<file path="src/rtl/pio_timing_pkg.sv">
package pio_timing_pkg;
  typedef enum logic [1:0] {
    PH_IDLE  = 2'd0,
    PH_SETUP = 2'd1,
    PH_ACT   = 2'd2,
    PH_REC   = 2'd3
  } phase_t;
endpackage

</file>
<file path="src/rtl/pio_cfg_unpack.sv">
module pio_cfg_unpack #(
  parameter int PULSE_W   = 4,
  parameter int REC_W     = 4,
  parameter int SETUP_W   = 2,
  parameter int SETUP_LSB = 4,
  parameter int CNT_W     = 5,
  localparam int BYTE_W   = PULSE_W + REC_W
) (
  input  logic              drive_sel,
  input  logic              is_write,
  input  logic [BYTE_W-1:0] a_rd,
  input  logic [BYTE_W-1:0] a_wr,
  input  logic [BYTE_W-1:0] b_rd,
  input  logic [BYTE_W-1:0] b_wr,
  input  logic [7:0]        misc,
  input  logic [1:0]        present,
  output logic [CNT_W-1:0]  setup_clks,
  output logic [CNT_W-1:0]  pulse_clks,
  output logic [CNT_W-1:0]  rec_clks
);
  logic [BYTE_W-1:0] cyc_byte;
  logic              drv_here;

  always_comb begin
    if (drive_sel) cyc_byte = is_write ? b_wr : b_rd;
    else           cyc_byte = is_write ? a_wr : a_rd;
    drv_here = present[drive_sel];
    if (drv_here) begin
      setup_clks = CNT_W'(misc[SETUP_LSB +: SETUP_W]) + CNT_W'(1);
      pulse_clks = CNT_W'(cyc_byte[REC_W +: PULSE_W]) + CNT_W'(1);
      rec_clks   = CNT_W'(cyc_byte[0 +: REC_W]) + CNT_W'(2);
    end else begin
      setup_clks = CNT_W'(1);
      pulse_clks = CNT_W'(1);
      rec_clks   = CNT_W'(2);
    end
  end

  always_comb begin
    assert_min_counts_R4: assert (pulse_clks >= CNT_W'(1) && rec_clks >= CNT_W'(2) && setup_clks >= CNT_W'(1))
      else $error("decoded count below minimum");
  end
endmodule

</file>
<file path="src/rtl/pio_phase_seq.sv">
module pio_phase_seq
  import pio_timing_pkg::*;
#(
  parameter int CNT_W = 5
) (
  input  logic             clk,
  input  logic             rst_n,
  input  logic             req_valid,
  input  logic             req_write,
  input  logic [CNT_W-1:0] setup_in,
  input  logic [CNT_W-1:0] pulse_in,
  input  logic [CNT_W-1:0] rec_in,
  output logic             rd_strobe,
  output logic             wr_strobe,
  output logic             busy,
  output logic             done
);
  phase_t           ph_q, ph_n;
  logic [CNT_W-1:0] cnt_q, cnt_n;
  logic [CNT_W-1:0] pulse_q, rec_q;
  logic             wr_q;
  logic             take_en, last_clk;

  assign take_en  = (ph_q == PH_IDLE) && req_valid;
  assign last_clk = (cnt_q == CNT_W'(1));

  always_comb begin
    ph_n  = ph_q;
    cnt_n = cnt_q;
    unique case (ph_q)
      PH_IDLE: if (req_valid) begin
        ph_n  = PH_SETUP;
        cnt_n = setup_in;
      end
      PH_SETUP: if (last_clk) begin
        ph_n  = PH_ACT;
        cnt_n = pulse_q;
      end else cnt_n = cnt_q - CNT_W'(1);
      PH_ACT: if (last_clk) begin
        ph_n  = PH_REC;
        cnt_n = rec_q;
      end else cnt_n = cnt_q - CNT_W'(1);
      PH_REC: if (last_clk) begin
        ph_n  = PH_IDLE;
        cnt_n = '0;
      end else cnt_n = cnt_q - CNT_W'(1);
      default: ph_n = PH_IDLE;
    endcase
  end

  always_ff @(posedge clk or negedge rst_n) begin
    if (!rst_n) begin
      ph_q  <= PH_IDLE;
      cnt_q <= '0;
    end else begin
      ph_q  <= ph_n;
      cnt_q <= cnt_n;
    end
  end

  always_ff @(posedge clk or negedge rst_n) begin
    if (!rst_n) begin
      pulse_q <= '0;
      rec_q   <= '0;
      wr_q    <= 1'b0;
    end else if (take_en) begin
      pulse_q <= pulse_in;
      rec_q   <= rec_in;
      wr_q    <= req_write;
    end
  end

  assign busy      = (ph_q != PH_IDLE);
  assign rd_strobe = (ph_q == PH_ACT) && !wr_q;
  assign wr_strobe = (ph_q == PH_ACT) &&  wr_q;
  assign done      = (ph_q == PH_REC) && last_clk;

  assert_one_strobe_R5: assert property (@(posedge clk) disable iff (!rst_n)
    !(rd_strobe && wr_strobe));
  assert_strobe_in_busy_R5: assert property (@(posedge clk) disable iff (!rst_n)
    (rd_strobe || wr_strobe) |-> busy);
  assert_done_ends_R6: assert property (@(posedge clk) disable iff (!rst_n)
    done |=> !busy);
  assert_done_quiet_R6: assert property (@(posedge clk) disable iff (!rst_n)
    done |-> (busy && !rd_strobe && !wr_strobe));
  assert_hold_busy_R6: assert property (@(posedge clk) disable iff (!rst_n)
    (busy && !done) |=> busy);
  assert_setup_first_R2: assert property (@(posedge clk) disable iff (!rst_n)
    $rose(busy) |-> (!rd_strobe && !wr_strobe));
  assert_take_idle_R7: assert property (@(posedge clk) disable iff (!rst_n)
    (!busy && req_valid) |=> busy);
endmodule

</file>
<file path="src/rtl/pio_timing_gen.sv">
module pio_timing_gen #(
  parameter int PULSE_W   = 4,
  parameter int REC_W     = 4,
  parameter int SETUP_W   = 2,
  parameter int SETUP_LSB = 4,
  parameter int PF_BIT    = 6,
  parameter int RDY_LSB   = 1,
  parameter int RDY_W     = 2,
  localparam int BYTE_W   = PULSE_W + REC_W,
  localparam int PW_N     = PULSE_W + 1,
  localparam int RW_N     = REC_W + 1,
  localparam int SW_N     = SETUP_W + 1,
  localparam int CW_A     = (PW_N > RW_N) ? PW_N : RW_N,
  localparam int CNT_W    = (CW_A > SW_N) ? CW_A : SW_N
) (
  input  logic              clk,
  input  logic              rst_n,
  input  logic              req_valid,
  input  logic              req_write,
  input  logic              req_drive,
  input  logic [BYTE_W-1:0] set_a_rd,
  input  logic [BYTE_W-1:0] set_a_wr,
  input  logic [BYTE_W-1:0] set_b_rd,
  input  logic [BYTE_W-1:0] set_b_wr,
  input  logic [7:0]        misc_cfg,
  input  logic [1:0]        drive_present,
  output logic              rd_strobe,
  output logic              wr_strobe,
  output logic              busy,
  output logic              done,
  output logic              prefetch_en,
  output logic [RDY_W:0]    ready_wait
);
  logic [CNT_W-1:0] setup_c, pulse_c, rec_c;

  pio_cfg_unpack #(
    .PULSE_W(PULSE_W), .REC_W(REC_W), .SETUP_W(SETUP_W),
    .SETUP_LSB(SETUP_LSB), .CNT_W(CNT_W)
  ) unpack_i (
    .drive_sel(req_drive), .is_write(req_write),
    .a_rd(set_a_rd), .a_wr(set_a_wr), .b_rd(set_b_rd), .b_wr(set_b_wr),
    .misc(misc_cfg), .present(drive_present),
    .setup_clks(setup_c), .pulse_clks(pulse_c), .rec_clks(rec_c)
  );

  pio_phase_seq #(.CNT_W(CNT_W)) seq_i (
    .clk(clk), .rst_n(rst_n),
    .req_valid(req_valid), .req_write(req_write),
    .setup_in(setup_c), .pulse_in(pulse_c), .rec_in(rec_c),
    .rd_strobe(rd_strobe), .wr_strobe(wr_strobe),
    .busy(busy), .done(done)
  );

  assign prefetch_en = misc_cfg[PF_BIT];
  assign ready_wait  = (RDY_W+1)'(misc_cfg[RDY_LSB +: RDY_W]) + (RDY_W+1)'(2);
endmodule

</file>
<file path="config.mk">
export PLATFORM = sky130hd
export DESIGN_NAME = pio_timing_gen
export DESIGN_NICKNAME = d
export VERILOG_FILES = /design/src/rtl/pio_timing_pkg.sv /design/src/rtl/pio_cfg_unpack.sv /design/src/rtl/pio_phase_seq.sv /design/src/rtl/pio_timing_gen.sv
export SDC_FILE = /design/constraint.sdc
export NUM_CORES = 1
export LEC_CHECK = 0
export ABC_AREA = 1
export BUFFER_PORTS_ARGS = -buffer_cell sky130_fd_sc_hd__buf_4
export CAP_MARGIN = 40
export CORE_MARGIN = 1
export CORE_UTILIZATION = 30
export DETAILED_ROUTE_END_ITERATION = 6
export PLACE_DENSITY = 0.63
export SLEW_MARGIN = 20
export SYNTH_ARGS = -nofsm -noshare
export SYNTH_HDL_FRONTEND = slang
export SYNTH_SLANG_ARGS = --single-unit
</file>
<file path="constraint.sdc">
create_clock -name clk -period 3.81 [get_ports clk]
set_input_delay 0.1905 -clock clk [delete_from_list [all_inputs] [get_ports clk]]
set_output_delay 0.1905 -clock clk [all_outputs]
set_load 0.02 [all_outputs]
</file>
==> impl_results.md, run 1 <==
* Remaining Overflow, GRT at 0
* Leading area contributor after synthesis: dfrtp_1
* Clock Skew at between 0.004 and 0.005 ns
* # port buffers at 47
* Clock H-tree levels at 1
* Leakage at around 1.0 nW
* Highest ir drop seen on vdd at between 0.15 and 0.2 mV
* Slew margin rel. at 0.840
* Top-area cell type share of the netlist area at 0.293
* Ant diodes at 0
* Critical Path RT at approximately 3.6 ns
* Yosys Warn Count at 0
* Post-route ant nets at 0
* WP buf/inv at 3
* DP HPWL at roughly 2800 microns
* NumNets Final at ~330
* Final Hold Vio Count at 0
* Sink Count at 18
* Synthesized area at between 1500 and 2000 sq um
* Hold Crit Depth at 4
* Final Critical Period at between 1.5 and 2 ns
* Via count at about 1.5k
* Gate Count Post-Synth at between 200 and 250
* CTS root buf: clkbuf_8
* Largest net degree at the start of global routing at 20
* Endpoints failing setup at 0
* Initial Utilization at 0.319
* Final Max Slew Viols at 0
* Clk buf depth at 2
* Core footprint at 4820 sq um
* Main area contributors after synthesis: dfrtp_1, nand2_1, ha_1, inv_1, o21ai_0
* Placed Cells at ~330
* Flops & latches, synth at 18
* Vias in the first global route at ~1.4k
* Int Pwr at approximately 0.00059 W
* Sequential share of power at 0.297
* Die Width at between 70 and 80 microns
* Crit end category: output pin
* Sequential fraction of the synthesis area at 0.293
* DRC Markers at 0
* Die height at ~74 microns
* Setup TNS at 0 ns
* Net Switching at 0.000461 W
* Initial antenna violation count at 0
* Period utilization at 0.437
* Gate power share at 0.553
* Most used cell, CP: inv_1
* Clock-pin slew on the worst setup and hold paths at approximately 0.07 ns
* PostCTS Resize Cnt at 0
* FP Rows at 25
* Clock power frac at 0.150
* First-pass GRT wire length at around 6100 microns
* FMAX at around 600 MHz
* Vias/cell at 4.42
* Min-delay worst type: primary input to flop
* Sw frac at 0.438
* Tot Pwr at 0.00105 W
* Gr usage total at 0.143
* Final hold slack at 0.227 ns
* Crit path max-delay cell type: dfrtp_1
* R2R Setup Slk at approximately 2.2 ns
* CTS tree: yes
* P&R area growth vs syn at 28.0%
* Worst-path fanout max at 6
* Hold Crit Start: req_valid
* Worst slew pin tran at 0.239 ns
* CP delay by family, top: buffers and inverters
* Hold EP: seq_i.cnt_q[2]
* RSZ-0062 raised after global routing: no
* Post-CTS setup buffer count at 0
* Reg-to-Reg End: seq_i.cnt_q[2]
* Worst path max stage delay at ~0.42 ns
* WS Path Type: flop to output pin
* Cell chain of the critical path: inv_1 -> ha_1 -> inv_1 -> nor2_1 -> buf_4
* Worst r2r src: seq_i.ph_q[0]
* Fin cells at between 300 and 400
* Max-Cap Viols at 0
* Syn Nets at 279
* R2R cell count at 8
* Worst setup SP type: flop
* Routed wire length per instance at approximately 10 microns
* DR pass1 iterations at 4
* Synth unique cells at 27
* Status: finished, final reports clean
* Clock insertion delay at the later pin of the skew report at between 0.2 and 0.3 ns
* Power Dens Cells at about 540 nW/um^2
* Number of DRC markers in iteration 0 at 38
* Final Wtd Congestion at 0.817
* Die footprint at 5410 sq um
* I/O Pins at 55
* Avg Synthesized Cell Area at 6.92 sq um
* Arrival @ worst endpoint at about 1.5 ns
* Num CTS Buffers at 3
* Final WL at around 3400 microns
* Layout cells sized above 1 at 0.277
-- cell usage in the layout (no fill, tap or decap) --
master	count
a21oi_1	6
nand3_1	13
a31oi_2	1
o211ai_1	4
inv_2	4
xor2_2	1
inv_8	1
buf_4	47
inv_1	27
nand4_1	1
dfrtp_1	18
o21ai_0	18
nand2_1	73
nor2_2	2
dlygate4sd3_1	1
o22ai_2	1
a21oi_2	1
ha_1	10
nand2_2	6
nor2_1	16
nand3_2	5
clkbuf_8	4
o22ai_1	3
o211ai_2	1
o21ai_1	1
xor2_1	1
xnor2_1	1
-- logic make-up (layout without fill, tap and decap cells) --
group	count (synthesis)	count (layout)	synth area share
flip-flops	18	18	0.293
AO/OA/AOI/OAI	36	36	0.143
buffers and inverters	39	84	0.130
adder cells (fa/ha/maj)	10	10	0.0815
XOR/XNOR	3	3	0.0220
AND/OR/NAND/NOR	116	116	0.329
-- worst min-delay path, cell delays in order --
cell	delay, ns
buf_4	0.09
nor2_2	0.06
nand2_1	0.06
nand2_1	0.05
-- per-stage QoR --
stage	utilization	cell area, sq um	setup WS [ns]
global route	0.408	1960	1.99
detailed placement	0.394	1900	2.27
CTS	0.408	1960	2.12
finish	0.408	1960	2.15
floorplan	-	1540	2.44
global placement	0.394	1900	2.27
-- worst max-delay path by stage --
stage / endpoint / cells past startpoint / start / slack [ns]
final: rd_strobe / 5 / seq_i.ph_q[0] / 2.15
after global routing: rd_strobe / 5 / seq_i.ph_q[0] / 1.99
after CTS: rd_strobe / 5 / seq_i.ph_q[0] / 2.12
after detailed placement: seq_i.cnt_q[1] / 6 / seq_i.ph_q[0] / 2.27
after global placement: seq_i.cnt_q[1] / 6 / seq_i.ph_q[0] / 2.27
after floorplan: seq_i.cnt_q[4] / 7 / seq_i.ph_q[0] / 2.44
-- synth_stat cells, drive strengths merged --
master  instances
nand3          18
o21ai          19
o211ai          5
nand4           1
xnor2           1
a31oi           1
dfrtp          18
nor2           18
inv            32
ha             10
nand2          79
a21oi           7
buf             7
xor2            2
o22ai           4
-- what timing repair did --
item | CTS | global route
endpoints found under the hold margin | 18 | 0
endpoints found under the setup margin | 0 | 0
hold buffers | 1 | 0
-- power groups by stage --
stage               clock [W]  combinational (W)  sequential, W
floorplan                   0           0.000440       0.000303
global placement            0           0.000574       0.000313
detailed placement          0           0.000583       0.000317
CTS                  0.000164           0.000585       0.000314
global route         0.000172           0.000674       0.000325
finish               0.000158           0.000582       0.000313
-- flip-flops by register name, summed over array words and instances (netlist names) --
signal,count
seq_i.cnt_q,5
seq_i.rec_q,5
seq_i.ph_q,2
seq_i.pulse_q,5
seq_i.wr_q,1
-- layer usage --
layer	wire length [microns]	vias up	GRT usage
met2	1480	49	0.236
met3	218	5	0.0261
met1	1620	632	0.186
met5	0	-	0
li1	-	791	-
met4	53	0	0.0513
-- final cells by class --
type	instances	area (sq um)
Timing Repair Buffer	48	363
Multi-Input combinational cell	165	885
Clock buffer	4	55.1
Fill cell	558	2850
Tap cell	67	83.8
Inverter	32	128
Sequential cell	18	450
Note: power is estimated with default switching activity, not from simulation.
==> inputs of run 2 (changes only) <==
==> constraint.sdc (replaced) <==
create_clock -name clk -period 1.7 [get_ports clk]
set_input_delay 0.085 -clock clk [delete_from_list [all_inputs] [get_ports clk]]
set_output_delay 0.085 -clock clk [all_outputs]
set_load 0.02 [all_outputs]
==> impl_results.md, run 2 (synthesis results as in run 1) <==
* FMAX at ~660 MHz
* Final Hold Vio Count at 0 (unchanged)
* Clock insertion delay at the later pin of the skew report at 0.26 ns (about the same)
* Final WL at 3360 microns (-0.42%)
* Core footprint at 4820 sq um (unchanged)
* CTS tree: yes
* Layout cells sized above 1 at 0.285 (+0.00803)
* Worst path max stage delay at 0.38 ns (-0.04 ns)
* Vias in the first global route at 1,356 (-3.6%)
* First-pass GRT wire length at 5900 microns (-2.6%)
* WS Path Type: flop to output pin
* DR pass1 iterations at 4 (unchanged)
* Status: finished, final reports clean
* Highest ir drop seen on vdd at 0.640 mV (+250%)
* Initial Utilization at 0.319 (unchanged)
* Clock Skew at 0.00849 ns (+0.00404 ns)
* FP Rows at 25 (unchanged)
* Crit path max-delay cell type: dfrtp_1
* Leakage at 1.05 nW (+1.4%)
* Die height at 73.5 microns (unchanged)
* Die Width at 73.5 microns (unchanged)
* Via count at 1,483 (+0.41%)
* Final setup margin at 0.184 ns (-1.96 ns)
* Top flop regs: seq_i.cnt_q x5, seq_i.pulse_q x5, seq_i.rec_q x5
* RSZ-0062 raised after global routing: no
* Critical Path RT at 1.62 ns (-2.00 ns)
* P&R area growth vs syn at 29.4%
* Post-CTS setup buffer count at 0 (unchanged)
* Die footprint at 5410 sq um (unchanged)
* Final Critical Period at about 1.5 ns
* Power Dens Cells at 1210 nW/um^2 (+130%)
* Arrival @ worst endpoint at 1.43 ns (-0.04 ns)
* Slew margin rel. at 0.830 (-0.00976)
* Remaining Overflow, GRT at 0 (unchanged)
* Num CTS Buffers at 3 (unchanged)
* DP HPWL at 2720 microns (-1.2%)
* Worst setup SP type: flop
* Most frequent cells in the layout: nand2_1, buf_4, inv_1, o21ai_0, dfrtp_1
* Endpoints failing setup at 0 (unchanged)
* Post-route ant nets at 0 (unchanged)
* CP delay by family, top: flip-flops
* Crit end category: output pin
* Ant diodes at 0 (unchanged)
* Final core utilization at 0.412 (+0.00468)
* Vias/cell at 4.40 (-0.49%)
* CTS root buf: clkbuf_8
* WP buf/inv at 2 (-1)
* Sink Count at 18 (unchanged)
* Min-delay worst type: primary input to output pin
* Cell chain of the critical path: inv_1 -> ha_1 -> nand3_2 -> nor2_1 -> buf_4
* Period utilization at 0.892
* Largest net degree at the start of global routing at 20 (unchanged)
* I/O Pins at 55 (unchanged)
* Final Max Slew Viols at 0 (unchanged)
* NumNets Final at 328 (+0.92%)
* # port buffers at 47 (unchanged)
* Commonest non-fill, non-tap cell in the layout: nand2_1
* Clk buf depth at 2 (unchanged)
* Final hold slack at 0.170 ns (-0.0570 ns)
* Number of DRC markers in iteration 0 at 27 (-29%)
* Clock H-tree levels at 1 (unchanged)
* Setup TNS at 0 ns (unchanged)
* DRC Markers at 0 (unchanged)
* Final Wtd Congestion at 0.813 (-0.56%)
* Initial antenna violation count at 0 (unchanged)
* Fillers at 529 (-5.2%)
* Worst slew pin tran at 0.255 ns (+0.0155 ns)
* Clock-pin slew on the worst setup and hold paths at 0.08 ns (about the same)
* Gr usage total at 0.139 (-0.00462)
* Max-Cap Viols at 0 (unchanged)
* Worst-path fanout max at 9 (+3)
* Routed wire length per instance at 9.96 microns (-1.3%)
* Tot Pwr at 0.00240 W (+130%)
* Pre-CTS setup slack at 0.231 ns (-2.04 ns)
-- run 2: metal layers --
metal / share of wire / vias to the layer above / track usage / routed length, microns
met3: 0.083 / 2 / 0.0384 / 279
met2: 0.43 / 60 / 0.223 / 1440
met5: 0 / - / 0 / 0
met4: 0.0054 / 0 / 0.0192 / 18
met1: 0.48 / 627 / 0.189 / 1620
li1: - / 794 / - / -
-- run 2: stage by stage --
| stage | instance area [sq um] | std cells |
|---|---|---|
| 5_1_grt | 1990 | 337 |
| 3_3_place_gp | 1920 | 332 |
| 3_5_place_dp | 1920 | 332 |
| 4_1_cts | 1990 | 337 |
| 2_1_floorplan | 1540 | 222 |
| 6_report | 1990 | 337 |
-- run 2: layout make-up --
| class | count | area, sq um | share of cell area |
|---|---|---|---|
| sequential | 18 | 450 | 0.227 |
| inverter | 32 | 128 | 0.0642 |
| timing repair buffer | 51 | 385 | 0.194 |
| tap | 67 | 83.8 | 0.0422 |
| clock buffer | 4 | 55.1 | 0.0277 |
| multi-input combinational | 165 | 885 | 0.445 |
-- run 2: path summary, 6_finish.rpt --
| path | startpoint | endpoint | slack (ns) | cells past startpoint |
|---|---|---|---|---|
| max | seq_i.cnt_q[1] | done | 0.18 | 5 |
| min in group asynchronous | rst_n | seq_i.cnt_q[3] | 0.22 | 2 |
| min reg2reg | seq_i.pulse_q[2] | seq_i.pulse_q[2] | 0.50 | 2 |
| max reg2reg | seq_i.ph_q[0] | seq_i.ph_q[0] | 0.22 | 7 |
| min | misc_cfg[6] | prefetch_en | 0.17 | 0 |
| max in group asynchronous | rst_n | seq_i.rec_q[2] | 1.27 | 2 |
-- run 2: power breakdown --
part           total [W]  switching [W]  internal [W]
Combinational    0.00134       0.000794      0.000545
Sequential      0.000697      0.0000961      0.000601
Clock           0.000363       0.000157      0.000206
Total            0.00240        0.00105       0.00135
-- run 2: what timing repair did --
item	in CTS	in global routing
hold endpoints to repair	18	0
hold buffers	1	0
resized for setup	0	0
